$ cat src/rtl/sup_pkg.sv
package sup_pkg;

   typedef enum logic [1:0] {
      SUP_WAIT = 2'd0,
      SUP_LIVE = 2'd1,
      SUP_CUT  = 2'd2
   } sup_state_e;

   // divide a raw cycle count by 2**shift, never below one cycle
   function automatic int unsigned scaled(input int unsigned raw, input int unsigned shift);
      int unsigned v;
      v = raw >> shift;
      return (v == 0) ? 1 : v;
   endfunction

   // counter width able to hold values 0 .. n-1
   function automatic int unsigned cbits(input int unsigned n);
      return (n < 2) ? 1 : $clog2(n);
   endfunction

endpackage

$ cat src/rtl/sup_run_ctr.sv
// Saturating run counter: hit is high on the LIMIT-th consecutive inc sample.
module sup_run_ctr #(
   parameter int unsigned LIMIT = 4
) (
   input  logic clk,
   input  logic rst_n,
   input  logic clr,
   input  logic inc,
   output logic hit
);
   localparam int unsigned W = sup_pkg::cbits(LIMIT);
   localparam logic [W-1:0] LAST = W'(LIMIT - 1);

   generate
      if (LIMIT < 1) begin : g_bad_limit
         $error("sup_run_ctr: LIMIT must be at least 1");
      end
   endgenerate

   logic [W-1:0] cnt_q;

   always_ff @(posedge clk or negedge rst_n) begin
      if (!rst_n) begin
         cnt_q <= '0;
      end else if (clr) begin
         cnt_q <= '0;
      end else if (inc && (cnt_q != LAST)) begin
         cnt_q <= cnt_q + 1'b1;
      end
   end

   assign hit = inc && !clr && (cnt_q == LAST);

endmodule

$ cat src/rtl/sup_burst.sv
// Fixed-length level pulse: fire loads LEN, kill clears, counts down otherwise.
module sup_burst #(
   parameter int unsigned LEN = 4
) (
   input  logic clk,
   input  logic rst_n,
   input  logic kill,
   input  logic fire,
   output logic active
);
   localparam int unsigned W = sup_pkg::cbits(LEN + 1);
   localparam logic [W-1:0] LOAD = W'(LEN);

   generate
      if (LEN < 1) begin : g_bad_len
         $error("sup_burst: LEN must be at least 1");
      end
   endgenerate

   logic [W-1:0] left_q;

   always_ff @(posedge clk or negedge rst_n) begin
      if (!rst_n) begin
         left_q <= '0;
      end else if (kill) begin
         left_q <= '0;
      end else if (fire) begin
         left_q <= LOAD;
      end else if (left_q != '0) begin
         left_q <= left_q - 1'b1;
      end
   end

   assign active = (left_q != '0);

endmodule

$ cat src/rtl/sup_seq.sv
// Three-state supervisor sequence: wait after power-up, live, cable cut.
module sup_seq (
   input  logic clk,
   input  logic rst_n,
   input  logic supply_low,
   input  logic coax_off,
   input  logic announce_mute,
   input  logic pu_hit,
   input  logic det_hit,
   output sup_pkg::sup_state_e state,
   output logic fire,
   output logic enable,
   output logic hiz
);
   import sup_pkg::*;

   sup_state_e state_q, state_d;

   always_comb begin
      state_d = state_q;
      fire    = 1'b0;
      if (supply_low) begin
         state_d = SUP_WAIT;
      end else begin
         unique case (state_q)
            SUP_WAIT: if (pu_hit) state_d = SUP_LIVE;
            SUP_LIVE: if (det_hit) begin
               state_d = SUP_CUT;
               fire    = !announce_mute;
            end
            SUP_CUT:  if (!coax_off) state_d = SUP_LIVE;
            default:  state_d = SUP_WAIT;
         endcase
      end
   end

   always_ff @(posedge clk or negedge rst_n) begin
      if (!rst_n) state_q <= SUP_WAIT;
      else        state_q <= state_d;
   end

   assign state  = state_q;
   assign enable = (state_q == SUP_LIVE);
   assign hiz    = (state_q == SUP_CUT);

endmodule

$ cat src/rtl/xcvr_supervisor.sv
module xcvr_supervisor #(
   parameter int unsigned POWERUP_CYCLES  = 4_000_000,
   parameter int unsigned DETACH_CYCLES   = 8_000_000,
   parameter int unsigned ANNOUNCE_CYCLES = 4_000_000,
   parameter int unsigned SIM_SHIFT       = 0
) (
   input  logic clk,
   input  logic rst_n,
   input  logic supply_low,
   input  logic coax_off,
   input  logic announce_mute,
   output logic xcvr_enable,
   output logic host_drv_hiz,
   output logic coll_announce
);
   import sup_pkg::*;

   localparam int unsigned PU_N = scaled(POWERUP_CYCLES, SIM_SHIFT);
   localparam int unsigned DT_N = scaled(DETACH_CYCLES, SIM_SHIFT);
   localparam int unsigned AN_N = scaled(ANNOUNCE_CYCLES, SIM_SHIFT);

   generate
      if (SIM_SHIFT > 31) begin : g_bad_shift
         $error("xcvr_supervisor: SIM_SHIFT too large");
      end
      if (DT_N >= 32'hFFFF_FFFF) begin : g_bad_detach
         $error("xcvr_supervisor: DETACH_CYCLES too large");
      end
   endgenerate

   sup_state_e state;
   logic pu_hit, det_hit, fire;

   // power-up wait: consecutive supply-good samples spent in the wait state
   sup_run_ctr #(.LIMIT(PU_N)) u_pu_ctr (
      .clk   (clk),
      .rst_n (rst_n),
      .clr   (supply_low || (state != SUP_WAIT)),
      .inc   (state == SUP_WAIT),
      .hit   (pu_hit)
   );

   // detach qualification: strictly more than DT_N continuous samples
   sup_run_ctr #(.LIMIT(DT_N + 1)) u_det_ctr (
      .clk   (clk),
      .rst_n (rst_n),
      .clr   (supply_low || !coax_off),
      .inc   (coax_off),
      .hit   (det_hit)
   );

   sup_seq u_seq (
      .clk           (clk),
      .rst_n         (rst_n),
      .supply_low    (supply_low),
      .coax_off      (coax_off),
      .announce_mute (announce_mute),
      .pu_hit        (pu_hit),
      .det_hit       (det_hit),
      .state         (state),
      .fire          (fire),
      .enable        (xcvr_enable),
      .hiz           (host_drv_hiz)
   );

   sup_burst #(.LEN(AN_N)) u_announce (
      .clk    (clk),
      .rst_n  (rst_n),
      .kill   (supply_low),
      .fire   (fire),
      .active (coll_announce)
   );

endmodule

$ cat config.mk
export PLATFORM = sky130hd
export DESIGN_NAME = xcvr_supervisor
export DESIGN_NICKNAME = d
export VERILOG_FILES = /design/src/rtl/sup_pkg.sv /design/src/rtl/sup_run_ctr.sv /design/src/rtl/sup_burst.sv /design/src/rtl/sup_seq.sv /design/src/rtl/xcvr_supervisor.sv
export SDC_FILE = /design/constraint.sdc
export NUM_CORES = 1
export LEC_CHECK = 0
export ABC_AREA = 1
export BUFFER_PORTS_ARGS = -buffer_cell sky130_fd_sc_hd__buf_2
export CORE_ASPECT_RATIO = 1.4
export CORE_MARGIN = 5
export CORE_UTILIZATION = 45
export CTS_BUF_LIST = sky130_fd_sc_hd__clkbuf_8
export DETAILED_ROUTE_END_ITERATION = 8
export HOLD_SLACK_MARGIN = 0.15
export PLACE_DENSITY = 0.7
export SLEW_MARGIN = 40
export SYNTH_ARGS = -nofsm -noshare
export SYNTH_HDL_FRONTEND = slang
export SYNTH_SLANG_ARGS = --single-unit
$ cat constraint.sdc
create_clock -name clk -period 3.5 [get_ports clk]
set_input_delay 1.05 -clock clk [delete_from_list [all_inputs] [get_ports clk]]
set_output_delay 1.05 -clock clk [all_outputs]
set_load 0.01 [all_outputs]
==> reports/summary.txt, run 1 <==
OUTCOME
--------------------------------------------------------------------------------
Outcome                                                             finished clean

FINAL LAYOUT
--------------------------------------------------------------------------------
Layout area overhead                                                       8.93%
Net count, final                                                             551
Layout cell share with drive strength beyond 1                            0.0969
Inserted Diodes                                                                0
Post-route non-filler standard cell count                                    652
Layout fillers                                                               830
Final standard cell utilization of the core                                0.497

POWER
--------------------------------------------------------------------------------
P per Cell Area                                                       546 nW/um2
Combinational cell fraction of total power                                 0.317
LEAKAGE                                                                  2.05 nW
Switching portion of total power                                           0.366
Net switching power figure                                              0.850 mW
Internal portion of total power                                          1.47 mW
Maximum ir drop on the vdd rail                                       0.000388 V
Part of the power in the clock network                                     0.268
Relative contribution of sequential cells to total power                   0.415

WORST SETUP PATH
--------------------------------------------------------------------------------
Setup crit start kind                                                       flop
Reg-to-reg slack, setup                                                  1.72 ns
Critical register-to-register path endpoint                         u_announce.left_q[19]$_DFFE_PN0P_
Required @ worst endpoint                                                2.45 ns
Start of the worst register-to-register path                        u_announce.left_q[0]$_DFFE_PN0P_
Worst R2R Path Depth                                                           9
Critical path arrival                                                    1.68 ns
Cells traversed along the worst timing path                         inv_1 -> ha_1 -> nand3_1 -> nor2_1 -> nand3_2 -> buf_2
Critical path peak fanout                                                      3
CP Capture Type                                                       output pin
Setup CP Type                                                         reg -> out
Slowest Stage Delay on Critical Path                                     0.39 ns
Master of the slowest instance on the critical path                      dfrtp_1

SYNTH
--------------------------------------------------------------------------------
Number of synthesis warnings                                                   0
Combinational family with the most area after synthesis             simple AND/OR/NAND/NOR gates
Gate Count Post-Synth                                                        526
Post-synth design cell area                                             3910 um2
Synth Area in Compound Gates                                              0.0970
Sequential cell area fraction in the yosys report                          0.442
Simple-Gate Fraction of Synth Area                                         0.334
Count of cell types in the netlist                                            35
Number of synthesized flops with an enable pin                                 0
Synthesized flop and latch total                                              69
Synthesized-area fraction occupied by xor and xnor cells                  0.0359
Dominant register cell in the synthesized netlist                        dfrtp_1
Multiplexer area fraction after synthesis                                      0
Syn Area/Cell                                                           7.43 um2
Area share of fa/ha/maj cells after synthesis                             0.0128
Fraction of registers with async set or reset after synthesis               1.00
Syn nets                                                                     535

CTS
--------------------------------------------------------------------------------
TritonCTS sink count                                                          69
CTS max path bufs                                                              2
Post-cts gate resize count                                                     0
Clock root buffer master                                                clkbuf_8
CTS hold repair buffers                                                        0
TritonCTS Buffers                                                              9
CTS tree                                                                     yes
Clock latency at the later pin of the worst-skew pair                    0.35 ns
Number of buffers added for setup after CTS                                    0
Htree depth                                                                    3
Clk slew on worst S/H paths                                              0.07 ns

TIMING
--------------------------------------------------------------------------------
Peak clock frequency supported by timing                               0.366 GHz
Share of the cycle needed by the critical path after routing               0.781
Worst Max-Slew Pin Slew                                                 0.540 ns
Final Setup Violations                                                         0
Hold Fails Final Rpt                                                           0
Sum Neg Setup Slack                                                         0 ns
Max-slew violation count                                                       0
Clock skew                                                             0.0102 ns
Slew Limit Headroom                                                        0.639
Unrepaired setup endpoints after global routing                               no
Period minus WS final                                                    2.73 ns

DETAILED ROUTING
--------------------------------------------------------------------------------
DRT iter0 DRCs                                                               136
Drt pass-1 iters                                                               4
Total length of routed wires                                             8130 um
Average wire per standard cell                                           12.5 um
Number of design rule violations left after detail routing                     0
Via-to-Cell Ratio                                                           5.05
Detailed-route via count                                                    3291
Antenna viol nets, final                                                       0

WORST HOLD PATH
--------------------------------------------------------------------------------
Min-delay src                                                       u_det_ctr.cnt_q[5]$_DFFE_PN0P_
WHS Endpoint                                                        u_det_ctr.cnt_q[5]$_DFFE_PN0P_
Class of the tightest hold or removal check                           reg -> reg
Count of cells along the worst hold path                                       1

FLOORPLANNING
--------------------------------------------------------------------------------
Initial core utilization                                                   0.457
Rows                                                                          40
Core Region                                                             8560 um2
Number of ports placed on the die boundary                                     8
Vertical extent of the die                                                120 um
Die area                                                               10700 um2
Die X                                                                    88.8 um

GLOBAL ROUTE
--------------------------------------------------------------------------------
Overflow left after global routing                                             0
Number of global-route vias before repair                                   3262
Maximum number of pins on one net before global-route repair                  40
Total global routing track utilization                                     0.168
First-pass GRT wire length                                              14200 um
Number of antenna violations at the first check in global routing              0

PLACEMENT
--------------------------------------------------------------------------------
Port-buffer cells                                                              7
DP Wirelength                                                            6120 um
Cell count after placement                                                   636
Final Wtd Congestion                                                       0.841

FLOW RUN
--------------------------------------------------------------------------------
Number of max-capacitance violations reported                                  0

-- how the worst max path moves through the flow --
stage	from	to	cells after the start	slack [ns]
finish	u_announce.left_q[0]$_DFFE_PN0P_	coll_announce	6	0.77
detailed placement	supply_low	u_announce.left_q[1]$_DFFE_PN0P_	9	1.03
global route	u_announce.left_q[0]$_DFFE_PN0P_	coll_announce	6	0.65
floorplan	u_announce.left_q[0]$_DFFE_PN0P_	coll_announce	5	1.43
global placement	supply_low	u_announce.left_q[1]$_DFFE_PN0P_	9	1.09
CTS	u_announce.left_q[0]$_DFFE_PN0P_	coll_announce	6	0.75
-- power by group through the flow --
stage	Combinational, mW	Clock (mW)	Sequential (mW)
floorplan	0.579	0	0.957
global placement	0.713	0	0.976
detailed placement	0.735	0	0.977
CTS	0.744	0.638	0.963
global route	0.852	0.678	0.976
finish	0.737	0.622	0.964
-- worst max-delay path: cells and delay by family, from the launching register on --
kind          cells  cell delay [ns]
fa+ha+maj         1             0.18
buf+inv           2             0.26
flops             1             0.39
simple gates      3             0.51
-- state kept, by name, summed over array words and instances (netlist names) --
register,count
u_pu_ctr.cnt_q,22
u_det_ctr.cnt_q,23
u_seq.state,2
u_announce.left_q,22
-- cells in the final DEF (no fill, tap or decap), types with 2 or more instances in the layout --
cell type,n
a21oi_1,26
a21oi_2,6
a31oi_1,2
buf_2,6
buf_4,3
clkbuf_8,10
dfrtp_1,69
ha_1,4
inv_1,78
inv_2,3
nand2_1,93
nand2_2,5
nand2_4,3
nand3_1,35
nand3_2,4
nand4_1,9
nor2_1,105
nor2_2,7
nor2_4,2
nor3_1,19
o21a_1,2
o21ai_0,25
o21ai_1,4
xnor2_1,7
xor2_1,9
-- Yosys cell counts (all sizes together) (2+ instances only) --
library cell | n | area, um2
a31oi | 2 | 12.5
o21ai | 29 | 145
inv | 76 | 285
ha | 4 | 50.1
a21oi | 32 | 183
xor2 | 9 | 78.8
nor2 | 114 | 460
nand4 | 10 | 68.8
buf | 3 | 17.5
xnor2 | 7 | 61.3
nor3 | 19 | 95.1
o21a | 2 | 15.0
or2 | 2 | 12.5
nand2 | 101 | 414
nand3 | 40 | 233
dfrtp | 69 | 1730
-- final cells by class --
cell class                      instances  area (um2)  share of cell area
Clock buffer                           10         138              0.0323
Clock inverter                          6        48.8              0.0115
Inverter                               76         285              0.0670
Multi-Input combinational cell        377        1870               0.440
Sequential cell                        69        1730               0.406
Tap cell                              105         131              0.0309
Timing Repair Buffer                    9        52.6              0.0123
-- layer usage --
| layer | share of wire | GRT usage | wire length (um) |
|---|---|---|---|
| met2 | 0.51 | 0.286 | 4130 |
| met4 | 0.017 | 0.0595 | 142 |
| met3 | 0.026 | 0.0375 | 213 |
| met5 | 0 | 0 | 0 |
| met1 | 0.45 | 0.204 | 3640 |
-- metrics by stage --
step / setup WS, ns / power, mW / hold slack (ns) / cell area, um2
5_1_grt: 0.654 / 2.51 / 0.521 / 4260
4_1_cts: 0.753 / 2.35 / 0.497 / 4260
3_5_place_dp: 1.03 / 1.71 / 0.483 / 4070
6_report: 0.766 / 2.32 / 0.497 / 4260
3_3_place_gp: 1.09 / 1.69 / 0.484 / 4070
2_1_floorplan: 1.43 / 1.54 / 0.455 / 3910
-- cells by family (layout without fill, tap and decap cells) --
logic type / after synthesis / in the layout
flip-flops: 69 / 69
AND/OR/NAND/NOR: 289 / 289
AO/OA/AOI/OAI: 68 / 68
buffers and inverters: 80 / 101
XOR/XNOR: 16 / 16
adder cells (fa/ha/maj): 4 / 4
No activity file was read; power rests on OpenSTA's default activity.
==> run 2: changes to the inputs <==
==> constraint.sdc (replaced) <==
create_clock -name clk -period 2.7 [get_ports clk]
set_input_delay 0.81 -clock clk [delete_from_list [all_inputs] [get_ports clk]]
set_output_delay 0.81 -clock clk [all_outputs]
set_load 0.01 [all_outputs]
==> run 2 against run 1 <==
Against the previous run:
- final cell count up 0.15%
- sequential share of layout area down 0.33 points
- largest cell class unchanged
- clock-buffer cell count grew 2
- via count increased by 1.7%
- die area is the same
- wire length down 0.69%
- critical path depth did not move
- first-iteration DRC count shrank 11%
- sequential power is 30% higher
- core utilization is 0.41 points higher
- highest routed layer unchanged
==> reports/summary.txt, run 2 (synthesis gave the netlist of run 1 again) <==
FLOORPLANNING
----------------------------------------------------------------------------------
Core Region                                                               8560 um2   unchanged
Die area                                                                 10700 um2   unchanged
Number of ports placed on the die boundary                                       8   unchanged
Rows                                                                            40   unchanged
Vertical extent of the die                                                  120 um   unchanged
Initial core utilization                                                     0.457   unchanged
Die X                                                                      88.8 um   unchanged

FINAL LAYOUT
----------------------------------------------------------------------------------
Layout fillers                                                                 814   -1.9%
Most flops, register                                                  u_det_ctr.cnt_q
Inserted Diodes                                                                  0   unchanged
Layout area overhead                                                         9.83%
Largest registers                                                     u_det_ctr.cnt_q (23), u_announce.left_q (22), u_pu_ctr.cnt_q (22)
Net count, final                                                               553   +0.36%
Layout cell share with drive strength beyond 1                               0.108   +0.0108
Commonest cells after routing, fill and taps aside                    nor2_1 (105), nand2_1 (93), inv_1 (73), dfrtp_1 (69), nand3_1 (35)
Register Area                                                             1730 um2   unchanged
Post-route non-filler standard cell count                                      653   +0.15%
Flip-flop count of the largest register, all copies and words added             23   unchanged
Most common cell after layout, fill and taps aside                          nor2_1
Area taken by multi-input logic gates                                     1870 um2   unchanged

TIMING
----------------------------------------------------------------------------------
Sum Neg Setup Slack                                                           0 ns   unchanged
Peak clock frequency supported by timing                                 0.405 GHz
Slew Limit Headroom                                                          0.639   about the same
Max-slew violation count                                                         0   unchanged
Period minus WS final                                                      2.47 ns
Unrepaired setup endpoints after global routing                                 no
Hold Fails Final Rpt                                                             0   unchanged
Final Setup Violations                                                           0   unchanged
Share of the cycle needed by the critical path after routing                 0.914
Worst slack on hold paths                                                 0.441 ns   -0.0560 ns
Worst Max-Slew Pin Slew                                                   0.541 ns   +0.000174 ns
Clock skew                                                              0.00825 ns   -0.00193 ns

WORST SETUP PATH
----------------------------------------------------------------------------------
Critical path peak fanout                                                        3   unchanged
Critical register-to-register path endpoint                           u_announce.left_q[21]$_DFFE_PN0P_
Worst R2R Path Depth                                                             9   unchanged
Reg-to-reg slack, setup                                                    0.97 ns   -0.75 ns
Setup CP Type                                                           reg -> out
Setup crit start kind                                                         flop
CP Capture Type                                                         output pin
Critical path arrival                                                      1.66 ns   -0.02 ns
Start of the worst register-to-register path                          u_announce.left_q[0]$_DFFE_PN0P_
Required @ worst endpoint                                                  1.89 ns   -0.56 ns

POWER
----------------------------------------------------------------------------------
P per Cell Area                                                         721 nW/um2   +32%
LEAKAGE                                                                    2.06 nW   +0.21%
Maximum ir drop on the vdd rail                                         0.000540 V   +39%

WORST HOLD PATH
----------------------------------------------------------------------------------
Class of the tightest hold or removal check                            in -> async

CTS
----------------------------------------------------------------------------------
TritonCTS Buffers                                                                9   unchanged
TritonCTS sink count                                                            69   unchanged
Number of buffers added for setup after CTS                                      0   unchanged
Htree depth                                                                      3   unchanged
CTS hold repair buffers                                                          0   unchanged
Clk slew on worst S/H paths                                                0.07 ns   about the same
Clock latency at the later pin of the worst-skew pair                      0.34 ns   about the same
Post-cts gate resize count                                                       0   unchanged
Clock root buffer master                                                  clkbuf_8
CTS max path bufs                                                                2   unchanged
CTS tree                                                                       yes

DETAILED ROUTING
----------------------------------------------------------------------------------
Antenna viol nets, final                                                         0   unchanged
Average wire per standard cell                                             12.4 um   -0.84%
Drt pass-1 iters                                                                 4   unchanged
Via-to-Cell Ratio                                                             5.13   +1.5%
Number of design rule violations left after detail routing                       0   unchanged
Detailed-route via count                                                      3347   +1.7%
DRT iter0 DRCs                                                                 121   -11%
Total length of routed wires                                               8070 um   -0.69%

GLOBAL ROUTE
----------------------------------------------------------------------------------
Number of global-route vias before repair                                     3261   -0.031%
Overflow left after global routing                                               0   unchanged
Number of antenna violations at the first check in global routing                0   unchanged
Total global routing track utilization                                       0.167   -0.000956
Maximum number of pins on one net before global-route repair                    25   -38%
First-pass GRT wire length                                                14200 um   -0.29%

PLACEMENT
----------------------------------------------------------------------------------
Port-buffer cells                                                                7   unchanged
DP Wirelength                                                              6160 um   +0.59%
Final Wtd Congestion                                                         0.849   +0.98%
Cell count after placement                                                     638   +0.31%

FLOW RUN
----------------------------------------------------------------------------------
Number of max-capacitance violations reported                                    0   unchanged

OUTCOME
----------------------------------------------------------------------------------
Outcome                                                               finished clean

run 2: power by group:
part	total, mW	switching (mW)	internal (mW)
logic	0.958	0.626	0.333
clock network	0.883	0.386	0.497
registers	1.25	0.106	1.15
run 2: how the worst max path moves through the flow:
stage                                      from  slack [ns]  depth (start not counted)                          endpoint
6_report       u_announce.left_q[0]$_DFFE_PN0P_        0.23                          6                     coll_announce
5_1_grt        u_announce.left_q[0]$_DFFE_PN0P_        0.12                          6                     coll_announce
4_1_cts        u_announce.left_q[0]$_DFFE_PN0P_        0.22                          6                     coll_announce
3_5_place_dp                         supply_low        0.48                          9  u_announce.left_q[0]$_DFFE_PN0P_
3_3_place_gp                         supply_low        0.55                          9  u_announce.left_q[0]$_DFFE_PN0P_
2_1_floorplan  u_announce.left_q[0]$_DFFE_PN0P_        0.87                          5                     coll_announce
run 2: layout make-up:
cell class / instances / area share
clock buffers: 12 / 0.0385
clock inverters: 3 / 0.0102
inverters: 76 / 0.0665
multi-input cells: 377 / 0.437
flip-flops and latches: 69 / 0.402
well taps: 105 / 0.0306
repair buffers: 11 / 0.0152
run 2: worst max-delay path: stages, from the launching register on:
cell and delay [ns]:
dfrtp_1 0.40, inv_1 0.08, ha_1 0.18, nand3_1 0.13, nor2_1 0.19, nand3_2 0.16
buf_2 0.18
run 2: metrics by stage:
step                 util  area (um2)  worst slack, ns  power [mW]
finish              0.501        4290            0.231        3.09
global route        0.501        4290            0.116        3.33
CTS                 0.501        4290            0.222        3.12
detailed placement  0.477        4080            0.478        2.23
global placement    0.477        4080            0.549        2.20
floorplan               -        3910            0.874        1.99
run 2: routing by layer:
metal / global-route usage / part of all wire / routed length [um]
met2: 0.281 / 0.52 / 4190
met3: 0.0402 / 0.031 / 249
met1: 0.200 / 0.43 / 3460
met4: 0.0690 / 0.021 / 172
met5: 0 / 0 / 0
